`src/rtl/stec_pkg.sv`:
```
package stec_pkg;
    localparam int CFG_W    = 3;
    localparam int CFG_INH  = 2;
    localparam int CFG_CLR  = 1;
    localparam int CFG_LOCK = 0;

    typedef enum logic [1:0] {
        ST_RUN         = 2'd0,
        ST_HALT_OPEN   = 2'd1,
        ST_HALT_FROZEN = 2'd2,
        ST_FROZEN      = 2'd3
    } cap_state_t;
endpackage

```
`src/rtl/stec_cfg.sv`:
```
module stec_cfg
    import stec_pkg::*;
(
    input  logic             clk,
    input  logic             rst_n,
    input  logic             we,
    input  logic [CFG_W-1:0] wdata,
    output logic             inh_q,
    output logic             lock_q,
    output logic             clr_pulse,
    output logic [CFG_W-1:0] rdata
);
    always_ff @(posedge clk) begin
        if (!rst_n) begin
            inh_q  <= 1'b0;
            lock_q <= 1'b0;
        end else if (we) begin
            inh_q  <= wdata[CFG_INH];
            lock_q <= wdata[CFG_LOCK];
        end
    end

    assign clr_pulse = we & wdata[CFG_CLR];

    always_comb begin
        rdata           = '0;
        rdata[CFG_INH]  = inh_q;
        rdata[CFG_LOCK] = lock_q;
    end
endmodule

```
`src/rtl/stec_fsm.sv`:
```
module stec_fsm
    import stec_pkg::*;
(
    input  logic clk,
    input  logic rst_n,
    input  logic err,
    input  logic pause_mode,
    input  logic lock_q,
    input  logic clr_any,
    input  logic cont,
    output logic take,
    output logic frozen,
    output logic halt_req
);
    cap_state_t state_q, state_d;

    always_ff @(posedge clk) begin
        if (!rst_n) state_q <= ST_RUN;
        else        state_q <= state_d;
    end

    always_comb begin
        frozen = (state_q == ST_HALT_FROZEN) || (state_q == ST_FROZEN);
        take   = err && !clr_any && !frozen;
        state_d = state_q;
        unique case (state_q)
            ST_RUN: begin
                if (take && pause_mode)
                    state_d = lock_q ? ST_HALT_FROZEN : ST_HALT_OPEN;
            end
            ST_HALT_OPEN: begin
                if (cont) state_d = ST_RUN;
            end
            ST_HALT_FROZEN: begin
                if (cont && clr_any)  state_d = ST_RUN;
                else if (cont)        state_d = ST_FROZEN;
                else if (clr_any)     state_d = ST_HALT_OPEN;
            end
            ST_FROZEN: begin
                if (clr_any) state_d = ST_RUN;
            end
            default: state_d = ST_RUN;
        endcase
    end

    always_comb begin
        halt_req = (state_q == ST_HALT_OPEN) || (state_q == ST_HALT_FROZEN);
    end

    assert_halt_hold_R7: assert property (@(posedge clk) disable iff (!rst_n)
        (halt_req && !cont) |=> halt_req);
    assert_halt_cause_R7: assert property (@(posedge clk) disable iff (!rst_n)
        $rose(halt_req) |-> $past(pause_mode && err));
    assert_frozen_no_halt_R9: assert property (@(posedge clk) disable iff (!rst_n)
        (state_q == ST_FROZEN && !clr_any) |=> !halt_req);
endmodule

```
`src/rtl/stec_capture.sv`:
```
module stec_capture #(
    parameter int DATA_W = 64,
    parameter int STR_W  = 3,
    parameter int CHK_W  = 4,
    parameter int LANE_W = 8
) (
    input  logic              clk,
    input  logic              rst_n,
    input  logic              clr,
    input  logic              take,
    input  logic [DATA_W-1:0] data,
    input  logic [STR_W-1:0]  str,
    input  logic [CHK_W-1:0]  chk,
    output logic [DATA_W-1:0] bits_q,
    output logic [STR_W-1:0]  str_q,
    output logic [CHK_W-1:0]  chk_q
);
    localparam int LANES = DATA_W / LANE_W;

    for (genvar g = 0; g < LANES; g++) begin : g_lane
        always_ff @(posedge clk) begin
            if (!rst_n || clr)
                bits_q[g*LANE_W +: LANE_W] <= '0;
            else if (take)
                bits_q[g*LANE_W +: LANE_W] <= bits_q[g*LANE_W +: LANE_W] | data[g*LANE_W +: LANE_W];
        end
    end

    always_ff @(posedge clk) begin
        if (!rst_n || clr) begin
            str_q <= '0;
            chk_q <= '0;
        end else if (take) begin
            str_q <= str;
            chk_q <= chk_q | chk;
        end
    end

    assert_clear_zero_R3: assert property (@(posedge clk) disable iff (!rst_n)
        clr |=> (bits_q == '0 && str_q == '0 && chk_q == '0));
    assert_accumulate_R8: assert property (@(posedge clk) disable iff (!rst_n)
        !clr |=> ((bits_q & $past(bits_q)) == $past(bits_q)));
endmodule

```
`src/rtl/selftest_err_capture.sv`:
```
module selftest_err_capture
    import stec_pkg::*;
#(
    parameter int DATA_W = 64,
    parameter int STR_W  = 3,
    parameter int CHK_W  = 4
) (
    input  logic              clk,
    input  logic              rst_n,
    input  logic              cfg_we,
    input  logic [CFG_W-1:0]  cfg_wdata,
    output logic [CFG_W-1:0]  cfg_rdata,
    input  logic              free_run,
    input  logic              pause_on_err,
    input  logic              phase_restart,
    input  logic              cmp_valid,
    input  logic [DATA_W-1:0] cmp_mismatch,
    input  logic [STR_W-1:0]  cmp_string,
    input  logic [CHK_W-1:0]  cmp_checker,
    input  logic              continue_pulse,
    output logic              halt_req,
    output logic [DATA_W-1:0] err_bits,
    output logic [STR_W-1:0]  err_string,
    output logic [CHK_W-1:0]  err_checker
);
    logic inh_q, lock_q, clr_pulse;
    logic pause_mode, free_mode, restart_clr, clr_any, err, take, frozen;

    stec_cfg u_cfg (
        .clk(clk), .rst_n(rst_n), .we(cfg_we), .wdata(cfg_wdata),
        .inh_q(inh_q), .lock_q(lock_q), .clr_pulse(clr_pulse), .rdata(cfg_rdata)
    );

    always_comb begin
        pause_mode  = pause_on_err;
        free_mode   = free_run && !pause_on_err;
        restart_clr = free_mode && !inh_q && phase_restart;
        clr_any     = clr_pulse || restart_clr;
        err         = cmp_valid && (|cmp_mismatch);
    end

    stec_fsm u_fsm (
        .clk(clk), .rst_n(rst_n), .err(err), .pause_mode(pause_mode),
        .lock_q(lock_q), .clr_any(clr_any), .cont(continue_pulse),
        .take(take), .frozen(frozen), .halt_req(halt_req)
    );

    stec_capture #(.DATA_W(DATA_W), .STR_W(STR_W), .CHK_W(CHK_W)) u_cap (
        .clk(clk), .rst_n(rst_n), .clr(clr_any), .take(take),
        .data(cmp_mismatch), .str(cmp_string), .chk(cmp_checker),
        .bits_q(err_bits), .str_q(err_string), .chk_q(err_checker)
    );

    assert_frozen_stable_R9: assert property (@(posedge clk) disable iff (!rst_n)
        (frozen && !clr_any) |=> $stable(err_bits) && $stable(err_checker));
    assert_restart_clear_R5: assert property (@(posedge clk) disable iff (!rst_n)
        (free_run && !pause_on_err && !inh_q && phase_restart) |=> (err_bits == '0));
    assert_no_capture_idle_R4: assert property (@(posedge clk) disable iff (!rst_n)
        (!cmp_valid && !clr_any) |=> $stable(err_bits) && $stable(err_string));
endmodule

```
`config.mk`:
```
export PLATFORM = sky130hd
export DESIGN_NAME = selftest_err_capture
export DESIGN_NICKNAME = d
export VERILOG_FILES = /design/src/rtl/stec_pkg.sv /design/src/rtl/stec_cfg.sv /design/src/rtl/stec_fsm.sv /design/src/rtl/stec_capture.sv /design/src/rtl/selftest_err_capture.sv
export SDC_FILE = /design/constraint.sdc
export NUM_CORES = 1
export LEC_CHECK = 0
export ABC_AREA = 1
export ABC_CLOCK_PERIOD_IN_PS = 4150
export BUFFER_PORTS_ARGS = -buffer_cell sky130_fd_sc_hd__buf_2
export CORE_UTILIZATION = 48
export DETAILED_ROUTE_END_ITERATION = 8
export PLACE_DENSITY = 0.92
export SLEW_MARGIN = 20
export SYNTH_ARGS = -nofsm -noshare
export SYNTH_HDL_FRONTEND = slang
export SYNTH_SLANG_ARGS = --single-unit
```
`constraint.sdc`:
```
create_clock -name clk -period 4.15 [get_ports clk]
set_input_delay 0.2075 -clock clk [delete_from_list [all_inputs] [get_ports clk]]
set_output_delay 0.2075 -clock clk [all_outputs]
set_load 0.005 [all_outputs]
```
======== Yosys cells after proc, flatten, opt, wreduce, memory -nomap -nowiden ========
Cells that the tools add are included.
cells by class
  equal/unequal tests ..................... 7
  magnitude comparators ................... 0
  shifts and indexed selects .............. 0
  bitwise logic cells ..................... 10
  add/subtract/negate cells ............... 0
  $mul .................................... 0
  multiplexer cells ....................... 8
  divide/modulo/power cells ............... 0
  reduce and logical (&&, ||, !) cells .... 20
operators with widths
  kind                                                                      count
  8-bit bitwise OR                                                          8
  64-bit OR reduction                                                       1
  2-bit 2-to-1 mux                                                          7
  1-bit logical AND                                                         8
  2-bit case mux with 4 select lines                                        1
  1-bit zero test                                                           5
  2-bit equality test (second input constant)                               2
  1-bit logical OR                                                          4
  2-bit by 1-bit inequality test with 1-bit output (second input constant)  2
  4-bit by 2-bit inequality test with 1-bit output (second input constant)  1
  4-bit bitwise OR                                                          1
  4-bit AND reduction                                                       1
  2-bit by 1-bit equality test with 1-bit output (second input constant)    1
  2-bit zero test                                                           1
  2-bit inequality test (second input constant)                             1
  1-bit bitwise AND                                                         1
word-level totals
  input bits .............................. 82
  bits in writable memories ............... 0
  bits in registers ....................... 75
  output and inout port bits .............. 75
  ROM bits ................................ 0
  memories ................................ 0
  logic and storage cells ................. 58
  latch bits .............................. 0

======== Longest topological paths before layout ========
Gate-level depths: netlist of run 1.
  word-level depth ........................ 11
  depth in mapped cells ................... 11
  mapped depth without buffers ............ 11

======== Modules after synthesis ========
A second synthesis of run 1 with hierarchy kept.
unflattened totals
  cells, all modules ...................... 362
  area, all modules ....................... 2846.5 µm²
modules (own cells, without submodules)
  module                instances  area an instance (µm²)  cells each
  stec_capture          1          2214.6                  234
  stec_fsm              1          266.5                   44
  selftest_err_capture  1          254.0                   66
  stec_cfg              1          111.4                   18

======== Worst setup path before layout of run 1 ========
Ideal clock, no wire load.
  kind .................................... register to register
  start point ............................. reg u_fsm.state_q[0]
  end point ............................... reg u_cap.str_q[0]
  required time ........................... 4.080 ns
  clock period less this slack ............ 1.464 ns
  arrival time ............................ 1.394 ns
  stages on the path, launching flop included .. 11
  slack ................................... 2.686 ns
  cells stage by stage .................... dfxtp_1 -> inv_1 -> ha_1 -> inv_1 -> nand3_1 -> nor2_2 -> nand2_2 -> inv_4 -> buf_6 -> nand2_1 -> a21oi_1
on the way
  cells in the longest elaborated chain, start to end .. 4
ends and longest elaborated chain
  what                    line                text
  start, declared         stec_fsm.sv:15      cap_state_t state_q, state_d;
  start signal, assigned  stec_fsm.sv:19      else state_q <= state_d;
  2-bit equality test     stec_fsm.sv:23      frozen = (state_q == ST_HALT_FROZEN) || (state_q == ST_FROZEN);
  1-bit logical OR (*)    stec_fsm.sv:23
  1-bit zero test (*)     stec_fsm.sv:24      take = err && !clr_any && !frozen;
  1-bit logical AND (*)   stec_fsm.sv:24
  end signal, assigned    stec_capture.sv:34  str_q <= str;
  end, declared           stec_capture.sv:15  output logic [STR_W-1:0] str_q,
Mark *: on every way between the ends. The rest lies on a longest branch, timed or not.
A chain may end at the register's enable or synchronous reset.

======== Worst setup path in the final report of run 1 ========
  start point ............................. reg u_fsm.state_q[0]
  end point ............................... reg u_cap.bits_q[25]
on the way
  cells in the longest elaborated chain, start to end .. 4
ends and longest elaborated chain
  what                           line                text
  2-bit equality test            stec_fsm.sv:23
  1-bit logical OR (*)           stec_fsm.sv:23
  1-bit zero test (*)            stec_fsm.sv:24
  1-bit logical AND (*)          stec_fsm.sv:24
  end signal, assigned by index  stec_capture.sv:25  bits_q[g*LANE_W +: LANE_W] <= bits_q[g*LANE_W +: LANE_W] | data[g*LANE_W +: LANE_W];
  end, declared                  stec_capture.sv:14  output logic [DATA_W-1:0] bits_q,
Marks and branches as above.

==> run metrics, run 1 <==
Core ar.=5990 um2; dpl hpwl=5460 um; RSZ-0062 raised after global routing=false; CTS root buf=clkbuf_8; DIE HEIGHT=81.3 um; part of the cycle the worst path needs=49.1%; Max VDD drop=0.254 mV; first drt pass iteration count=4; most used cell, CP=inv_1; R2R Setup Slk=2.11 ns; DRT iter0 DRCs=118; Post-Place Cell Area=3760 um2; I/O pin count=157; vias in the first global route=2572; Syn Nets=501; port bufs=155; status=completed; Antenna Cells=0; Distinct cells, synth=19; Avg Vias per Cell=4.56; minimum clock period after layout=2.04 ns; crit path DAT=2.28 ns; Antenna Nets Post-Route=0; critical-path cell list=inv_1, ha_1, inv_1, nand3_1, nor2_2, nand2_2, inv_4, nand2_1, a21oi_1; Place WS=2.11 ns; average footprint of a synthesized cell=7.30 um2; setup_tns=0 ns; PwrDens=415 nW/um2; CP top delay family=buffers and inverters; Worst Setup Path Type=register to register; initial antenna violation count=0; Max Fclk=0.490 GHz; register area share after synthesis=49.7%; share of post-route cells with drive strength above 1=31.0%; Final Max Tran Viols=0; RD Place Congestion=0.895; synthesized area=3020 um2; CTS tree=yes; CTS Hold Bufs=0; # resized after CTS=0; Worst Setup End Kind=register; measured slew at the worst slew-check pin=0.678 ns; clk sink count=75; Num CTS Buffers=9; WL final=7160 um; gr ovfl total=0; Max Clock Skew=0.00853 ns; Hold Crit Class=input port to register; Max stage delay on crit path=0.48 ns; Mapped Cells=414; design area=3920 um2; critical path buffer and inverter count=3; CP startpoint kind=register; Starting Density=50.4%; DIE WIDTH=81.3 um; Yosys top cell area share=49.7%; commonest non-fill, non-tap cell in the layout=buf_2; number of synthesized register bits=75; Clock Tree Buf Depth=2; filler cell count=529; P_leak=1.88 nW; Final Instance Count excl. Fillers=643; CP required=4.39 ns; cell taking the most area after synthesis=dfxtp_1; largest net degree at the start of global routing=72; YS warnings=0; worst skew pair latency=0.32 ns; Max FO, Critical Path=71; # setup viols final=0; nets@finish=651; overall routing resource usage=21.3%; setup slack after layout=2.11 ns; Cells after DPL=628; Worst slew margin=54.8%; Fin. Hold Viols=0; Area Growth Syn to Fin=29.9%; H-tree depth=3; slowest cell on the critical path=inv_4; full die area=6610 um2; vias=2931; row count=28; Max Cap Viol=0; total power=1.63 mW; DRC violations left=0; Post-CTS Setup Inserts=0; wire per inst=11.1 um; most frequent cells in the layout=buf_2, nand2_1, inv_1; clk slew on worst S/H paths=0.07 ns; synth top area cells=dfxtp_1, a21oi_1, nand2_1, inv_1, nor2_1; global-route wire length before repair=10700 um
-- worst min-delay path, cell delays in order --
cell,delay [ns]
buf_2,0.08
nor2_1,0.03
nor2_1,0.09
-- cells in the mapped netlist, drive strengths merged --
cell type and n:
nand2 101, inv 78, a21oi 77, dfxtp 75
nor2 49, buf 17, ha 5, nand3 5
o21ai 3, o21bai 2, conb 1, nor3 1
-- flip-flops by register name, indices dropped and copies added, names as in the netlist --
register and cells:
u_fsm.state_q 2, u_cfg.inh_q 1, u_cfg.lock_q 1, u_cap.bits_q 64, u_cap.chk_q 4, u_cap.str_q 3
-- cell type report --
cell class / count / area [um2] / share of cell area (%)
flip-flops and latches: 75 / 1500 / 38.3
multi-input cells: 244 / 1090 / 27.8
repair buffers: 156 / 783 / 20.0
inverters: 78 / 295 / 7.53
clock buffers: 10 / 128 / 3.25
well taps: 75 / 93.8 / 2.39
clock inverters: 5 / 31.3 / 0.797
-- metal layers --
layer | GRT usage, % | vias up | wire (um) | share of wire [%]
li1 | - | 1547 | - | -
met4 | 11.1 | 0 | 133 | 1.9
met5 | 0 | - | 0 | 0
met3 | 5.39 | 13 | 461 | 6.4
met2 | 37.6 | 106 | 3540 | 49
met1 | 23.4 | 1265 | 3020 | 42
-- path summary, 6_finish.rpt --
check	start	cells past startpoint	to
worst max-delay path	u_fsm.state_q[0]	9	u_cap.bits_q[25]
worst min-delay path	cfg_wdata[0]	3	u_cfg.lock_q
worst max register to register	u_fsm.state_q[0]	9	u_cap.bits_q[25]
worst min register to register	u_cap.bits_q[45]	2	u_cap.bits_q[45]
-- power by group --
part | internal (mW) | leakage [nW] | switching [mW]
registers | 0.784 | 0.611 | 0.0357
logic | 0.147 | 1.18 | 0.206
clock network | 0.212 | 0.0819 | 0.242
total | 1.14 | 1.88 | 0.484
-- cells by family (layout without fill, tap and decap cells) --
logic type      Yosys count  in the layout  synth area share (%)
flops                    75             75                  49.7
compound gates           82             82                  14.0
other cells               1              1                 0.124
fa+ha+maj                 5              5                  2.07
buf+inv                  95            249                  14.3
simple gates            156            156                  19.8
-- through the flow --
stage                     hold slack (ns)  utilization [%]
final                               0.128             65.5
after global routing                0.112             65.5
after CTS                           0.104             65.5
after detailed placement            0.437             62.8
after global placement              0.432             62.8
after floorplan                     0.328                -
No activity file was read; power rests on OpenSTA's default activity.
==> inputs of run 2 (changes only) <==
--- a/config.mk
+++ b/config.mk
@@ -6,11 +6,11 @@
 export NUM_CORES = 1
 export LEC_CHECK = 0
 export ABC_AREA = 1
-export ABC_CLOCK_PERIOD_IN_PS = 4150
+export ABC_CLOCK_PERIOD_IN_PS = 1700
 export BUFFER_PORTS_ARGS = -buffer_cell sky130_fd_sc_hd__buf_2
-export CORE_UTILIZATION = 48
+export CORE_UTILIZATION = 41
 export DETAILED_ROUTE_END_ITERATION = 8
-export PLACE_DENSITY = 0.92
+export PLACE_DENSITY = 0.85
 export SLEW_MARGIN = 20
 export SYNTH_ARGS = -nofsm -noshare
 export SYNTH_HDL_FRONTEND = slang
==> constraint.sdc (replaced) <==
create_clock -name clk -period 1.7 [get_ports clk]
set_input_delay 0.085 -clock clk [delete_from_list [all_inputs] [get_ports clk]]
set_output_delay 0.085 -clock clk [all_outputs]
set_load 0.005 [all_outputs]
==> run 2 against run 1 <==
Net effect: clock power grew to 3.3 times the previous value; first-iteration DRC count shrank 8.5%; clock-buffer cell count grew 2; final area grew 19%; cell count grew 12%; worst setup slack lost 2.0 ns; core utilization grew 1.7 points.
==> run metrics, run 2 (synthesized netlist as in run 1, its figures left out) <==
minimum clock period after layout=1.62 ns; Worst Setup Path Type=input port to register; RD Place Congestion=0.869 (-2.8%); Avg Vias per Cell=4.53 (-0.65%); P_leak=2.18 nW (+16%); Max Cap Viol=0 (unchanged); wire per inst=12.4 um (+12%); clk sink count=75 (unchanged); DIE HEIGHT=87.8 um (+8.0%); part of the cycle the worst path needs=95.3%; P_sw=1.31 mW (+170%); Sw Share=28.1% (-1.7 points); initial antenna violation count=0 (unchanged); Area Growth Syn to Fin=54.3%; WL final=8950 um (+25%); first drt pass iteration count=4 (unchanged); most frequent cells in the layout=buf_2, nand2_1, inv_1; clk slew on worst S/H paths=0.08 ns (about the same); max reg flops=64 (unchanged); Hold Crit Class=input port to register; global-route wire length before repair=12500 um (+17%); dpl hpwl=5870 um (+7.6%); full die area=7710 um2 (+17%); design area=4660 um2 (+19%); critical-path cell list=dlygate4sd3_1, buf_2, nor2_1, nand2_1, nor2_2, nand2_1, nor2_2, nand2_2, nand2_4, inv_8, clkbuf_16, nand2_1, a21oi_1; overall routing resource usage=21.3% (-0.055 points); slowest cell on the critical path=dlygate4sd3_1; Max Fclk=0.617 GHz; nets@finish=705 (+8.3%); Int Power=3.36 mW (+190%); row count=30 (+7.1%); Max FO, Critical Path=13 (-82%); Max stage delay on crit path=0.55 ns (+0.07 ns); Final Instance Count excl. Fillers=719 (+12%); CP startpoint kind=input port; CTS tree=yes; largest net degree at the start of global routing=38 (-47%); vias in the first global route=2995 (+16%); I/O pin count=157 (unchanged); worst skew pair latency=0.33 ns (about the same); gr ovfl total=0 (unchanged); status=completed; biggest regs=u_cap.bits_q: 64 flops, u_cap.chk_q: 4 flops, u_cap.str_q: 3 flops; filler cell count=573 (+8.3%); # setup viols final=0 (unchanged); Top reg by flops=u_cap.bits_q; crit path DAT=1.85 ns (-0.43 ns); Starting Density=43.5% (-6.9 points); Core ar.=6940 um2 (+16%); Clock Tree Buf Depth=2 (unchanged); Worst Setup End Kind=register; sequential fraction of design power=42.9% (-7.5 points); PwrDens=1000 nW/um2 (+140%); Final Max Tran Viols=0 (unchanged); Antenna Cells=0 (unchanged); DRT iter0 DRCs=108 (-8.5%); most used cell, CP=nand2_1; Fin. Hold Viols=0 (unchanged); vias=3256 (+11%); DRC violations left=0 (unchanged); critical path buffer and inverter count=4 (+1); Max Clock Skew=0.00780 ns (-0.000730 ns); port bufs=155 (unchanged); Max VDD drop=0.434 mV (+71%); CP required=1.93 ns (-2.46 ns); share of post-route cells with drive strength above 1=31.5% (+0.47 points); Logic pwr share=25.1% (+3.4 points); commonest non-fill, non-tap cell in the layout=buf_2; Antenna Nets Post-Route=0 (unchanged); DIE WIDTH=87.8 um (+8.0%); H-tree depth=3 (unchanged); Cells after DPL=654 (+4.1%); clock share of power=32.1% (+4.2 points); Num CTS Buffers=9 (unchanged); CTS root buf=clkbuf_8; CP top delay family=buffers and inverters; Post-Place Cell Area=3880 um2 (+3.0%)
[run 2: path summary, 6_finish.rpt]
path	startpoint	to	slack, ns	cells past startpoint
setup / recovery	cmp_mismatch[18]	u_cap.bits_q[41]	0.08	13
hold / removal	cmp_mismatch[40]	u_cap.bits_q[40]	0.01	3
setup reg to reg	u_fsm.state_q[0]	u_cap.bits_q[25]	0.10	10
hold reg to reg	u_cap.bits_q[57]	u_cap.bits_q[57]	0.45	2
[run 2: area by class of cell]
type | instances | area [um2] | share of cell area [%]
Clock inverter | 4 | 73.8 | 1.58
Clock buffer | 12 | 145 | 3.11
Inverter | 78 | 300 | 6.44
Tap cell | 96 | 120 | 2.58
Sequential cell | 75 | 1500 | 32.2
Timing Repair Buffer | 210 | 1410 | 30.2
Multi-Input combinational cell | 244 | 1110 | 23.9
[run 2: power groups by stage]
stage / Clock (mW) / Sequential [mW] / Combinational [mW]
floorplan: 0 / 2.05 / 0.554
global route: 1.60 / 2.02 / 1.28
finish: 1.50 / 2.00 / 1.17
global placement: 0 / 2.03 / 0.911
CTS: 1.53 / 2.00 / 1.02
detailed placement: 0 / 2.04 / 0.943
[run 2: layer usage]
metal  vias up  GRT usage [%]  share of wire [%]
met1      1468           21.0                 40
li1       1653              -                  -
met5         -              0                  0
met2       114           41.3                 53
met4         0           11.3                2.5
met3        21           4.24                4.7
[run 2: per-stage QoR]
step / TNS (ns) / utilization, % / setup slack (ns) / hold slack (ns) / total power, mW
finish: 0 / 67.1 / 0.0792 / 0.0101 / 4.67
global route: -0.0213 / 67.1 / -0.0171 / 0.00301 / 4.91
CTS: 0 / 65.0 / 0.0134 / 0.000118 / 4.55
detailed placement: 0 / 55.8 / 0.0317 / 0.321 / 2.98
global placement: 0 / 55.8 / 0.121 / 0.318 / 2.94
floorplan: 0 / - / 0.236 / 0.206 / 2.60
[run 2: repair_timing]
item / CTS / global route
endpoints found under the setup margin: 0 / 64
hold endpoints to repair: 42 / 0
hold buffers: 42 / 0
gates resized for setup: 0 / 14
setup buffers: 0 / 3
[run 2: worst min-delay path, delay by kind of cell]
| family | cells | cell delay [ns] |
|---|---|---|
| buffers and inverters | 1 | 0.11 |
| AND/OR/NAND/NOR | 1 | 0.06 |
| AO/OA/AOI/OAI | 1 | 0.05 |
==> inputs of run 3 (changes only) <==
--- a/config.mk
+++ b/config.mk
@@ -8,10 +8,11 @@
 export ABC_AREA = 1
 export ABC_CLOCK_PERIOD_IN_PS = 1700
 export BUFFER_PORTS_ARGS = -buffer_cell sky130_fd_sc_hd__buf_2
-export CORE_UTILIZATION = 41
+export CORE_UTILIZATION = 40
 export DETAILED_ROUTE_END_ITERATION = 8
-export PLACE_DENSITY = 0.85
+export PLACE_DENSITY = 0.84
 export SLEW_MARGIN = 20
 export SYNTH_ARGS = -nofsm -noshare
 export SYNTH_HDL_FRONTEND = slang
+export SYNTH_HIERARCHICAL = 1
 export SYNTH_SLANG_ARGS = --single-unit
==> run 3 against run 2 <==
Net effect: sequential share of layout area up 0.45 points; power down 6.0%; synthesized cell count down 13%; via count down 5.2%; maximum frequency down 3.2%; flip-flop and latch count unchanged; sequential power about the same.
==> run metrics, run 3 <==
Num CTS Buffers=9 (unchanged); CTS tree=yes; H-tree depth=3 (unchanged); max reg flops=64 (unchanged); largest net degree at the start of global routing=72 (+89%); # setup viols final=0 (unchanged); DRC violations left=0 (unchanged); critical-path cell list=dlygate4sd3_1, nor2_1, nand2_1, nor2_1, nand2_1, nor2_1, a21oi_1, inv_1, nor3_4, buf_6, clkbuf_16, a21oi_1, nor2_1; Mapped Cells=362 (-13%); overall routing resource usage=21.4% (+0.12 points); WL final=8910 um (-0.41%); Starting Density=41.7% (-1.8 points); Hold Crit Class=input port to register; average footprint of a synthesized cell=7.86 um2 (+7.8%); DRT iter0 DRCs=93 (-14%); port bufs=155 (unchanged); clk sink count=75 (unchanged); CP required=1.91 ns (-0.02 ns); register area share after synthesis=52.7% (+3.0 points); vias in the first global route=2893 (-3.4%); CP startpoint kind=input port; ys flop type=dfxtp_1; top-count cell post-synth=nor2_1; status=completed; crit path DAT=1.88 ns (+0.03 ns); biggest regs=u_cap/bits_q: 64 flops, u_cap/chk_q: 4 flops, u_cap/str_q: 3 flops; worst skew pair latency=0.33 ns (about the same); number of synthesized register bits=75 (unchanged); Max Fclk=0.597 GHz (-3.2%); Clock Tree Buf Depth=2 (unchanged); Post-Place Cell Area=3660 um2 (-5.6%); Antenna Cells=0 (unchanged); Max Cap Viol=0 (unchanged); Distinct cells, synth=19 (unchanged); wire per inst=13.8 um (+11%); Max FO, Critical Path=8 (-5); Area Growth Syn to Fin=61.5%; EDFF count, synth=0 (unchanged); row count=30 (unchanged); most frequent cells in the layout=buf_2, nor2_1, dfxtp_1; YS warnings=6 (+6); Max VDD drop=0.527 mV (+21%); Final Instance Count excl. Fillers=646 (-10%); DIE WIDTH=86.4 um (-1.7%); reg2reg path depth=9 (-1); Yosys top cell area share=52.7% (+3.0 points); Final Max Tran Viols=0 (unchanged); part of the cycle the worst path needs=98.5% (+3.2 points); Top reg by flops=u_cap/bits_q; first drt pass iteration count=4 (unchanged); synthesized area=2850 um2 (-5.8%); gr ovfl total=0 (unchanged); clk slew on worst S/H paths=0.07 ns (about the same); global-route wire length before repair=12400 um (-0.66%); DIE HEIGHT=86.4 um (-1.7%); full die area=7460 um2 (-3.3%); minimum clock period after layout=1.68 ns (+0.0544 ns); vias=3086 (-5.2%); slowest cell on the critical path=dlygate4sd3_1; Antenna Nets Post-Route=0 (unchanged); Avg Vias per Cell=4.78 (+5.5%); synth top area cells=dfxtp_1, nor2_1, a21oi_1, nand2_1, clkbuf_8; Syn Nets=449 (-10%); Post-synth top cells=nor2_1, a21oi_1, dfxtp_1; P_leak=2.25 nW (+3.0%); commonest non-fill, non-tap cell in the layout=buf_2; R2R Setup Slk=0.06 ns (-0.04 ns); filler cell count=569 (-0.70%); Worst Setup End Kind=register; CTS root buf=clkbuf_8; Worst Hold Depth=3 (unchanged); Worst Setup Path Type=input port to register; PwrDens=956 nW/um2 (-4.6%); RD Place Congestion=0.820 (-5.6%); Core ar.=6830 um2 (-1.6%); Max Clock Skew=0.00925 ns (+0.00145 ns); initial antenna violation count=0 (unchanged); Max stage delay on crit path=0.57 ns (+0.02 ns); design area=4600 um2 (-1.4%); most used cell, CP=nor2_1; share of post-route cells with drive strength above 1=38.9% (+7.4 points); nets@finish=634 (-10%); I/O pin count=157 (unchanged); dpl hpwl=5220 um (-11%); setup_tns=0 ns (unchanged); Cells after DPL=601 (-8.1%); cell taking the most area after synthesis=dfxtp_1; Fin. Hold Viols=0 (unchanged); Synth async-reset ratio=0% (unchanged); Min Hold Slack=0.0186 ns (+0.00846 ns)
[run 3: changes by cell type in the layout (fill, tap and decap cells not counted), moves of 3 or more]
cell / delta
nor2_1: +61
clkinv_2: +3
dlymetal6s4s_1: +14
buf_2: -30
inv_1: -63
a21oi_1: -34
nor2_4: +3
nor2_2: +12
nand2_1: -59
a21oi_2: +26
a21oi_4: +6
[run 3: worst max-delay path: cells and delay by family]
kind | cells | cell delay, ns
simple gates | 7 | 0.58
compound gates | 2 | 0.21
buf+inv | 4 | 1.00
[run 3: repair_timing]
action,in CTS,in global routing
setup buffers,0,1
gates resized for setup,0,82
hold buffers,53,2
endpoints found under the hold margin,53,2
endpoints found under the setup margin,0,71
[run 3: routing by layer]
metal	share of wire, %	GRT usage [%]	up-vias
li1	-	-	1516
met1	39	23.0	1410
met2	52	38.6	131
met3	6.1	5.62	29
met4	3.1	10.9	0
met5	0	0	-
[run 3: final timing paths]
check | from | end
max | cmp_mismatch[19] | u_cap/bits_q[28]
min | cmp_mismatch[18] | u_cap/bits_q[18]
max reg2reg | u_fsm/state_q[0] | u_cap/bits_q[8]
min reg2reg | u_cap/str_q[1] | u_cap/str_q[1]
[run 3: final cells by class]
| type | count | area, um2 | share of cell area, % |
|---|---|---|---|
| clock buffer | 10 | 128 | 2.78 |
| clock inverter | 4 | 20.0 | 0.435 |
| inverter | 16 | 60.1 | 1.31 |
| multi-input combinational | 253 | 1360 | 29.6 |
| sequential | 75 | 1500 | 32.7 |
| tap | 96 | 120 | 2.61 |
| timing repair buffer | 192 | 1410 | 30.6 |
[run 3: kinds of logic (layout without fill, tap and decap cells)]
logic type	count (synthesis)	in the layout	synth area share [%]
simple gates	171	171	23.3
compound gates	76	76	13.5
flops	75	75	52.7
buf+inv	34	222	8.13
fa+ha+maj	5	5	2.20
other cells	1	1	0.132
[run 3: power breakdown]
part	internal, mW	leakage (nW)	switching (mW)
Clock	0.504	0.0815	0.588
Sequential	1.92	0.612	0.110
Combinational	0.631	1.55	0.641
Total	3.06	2.25	1.34
[run 3: stage by stage]
step,setup slack [ns],util [%],power (mW)
CTS,0.000629,63.5,4.17
finish,0.0248,67.3,4.39
detailed placement,0.0267,53.6,2.98
global route,-0.0911,67.3,4.63
floorplan,0.185,-,2.64
global placement,0.111,53.6,2.96
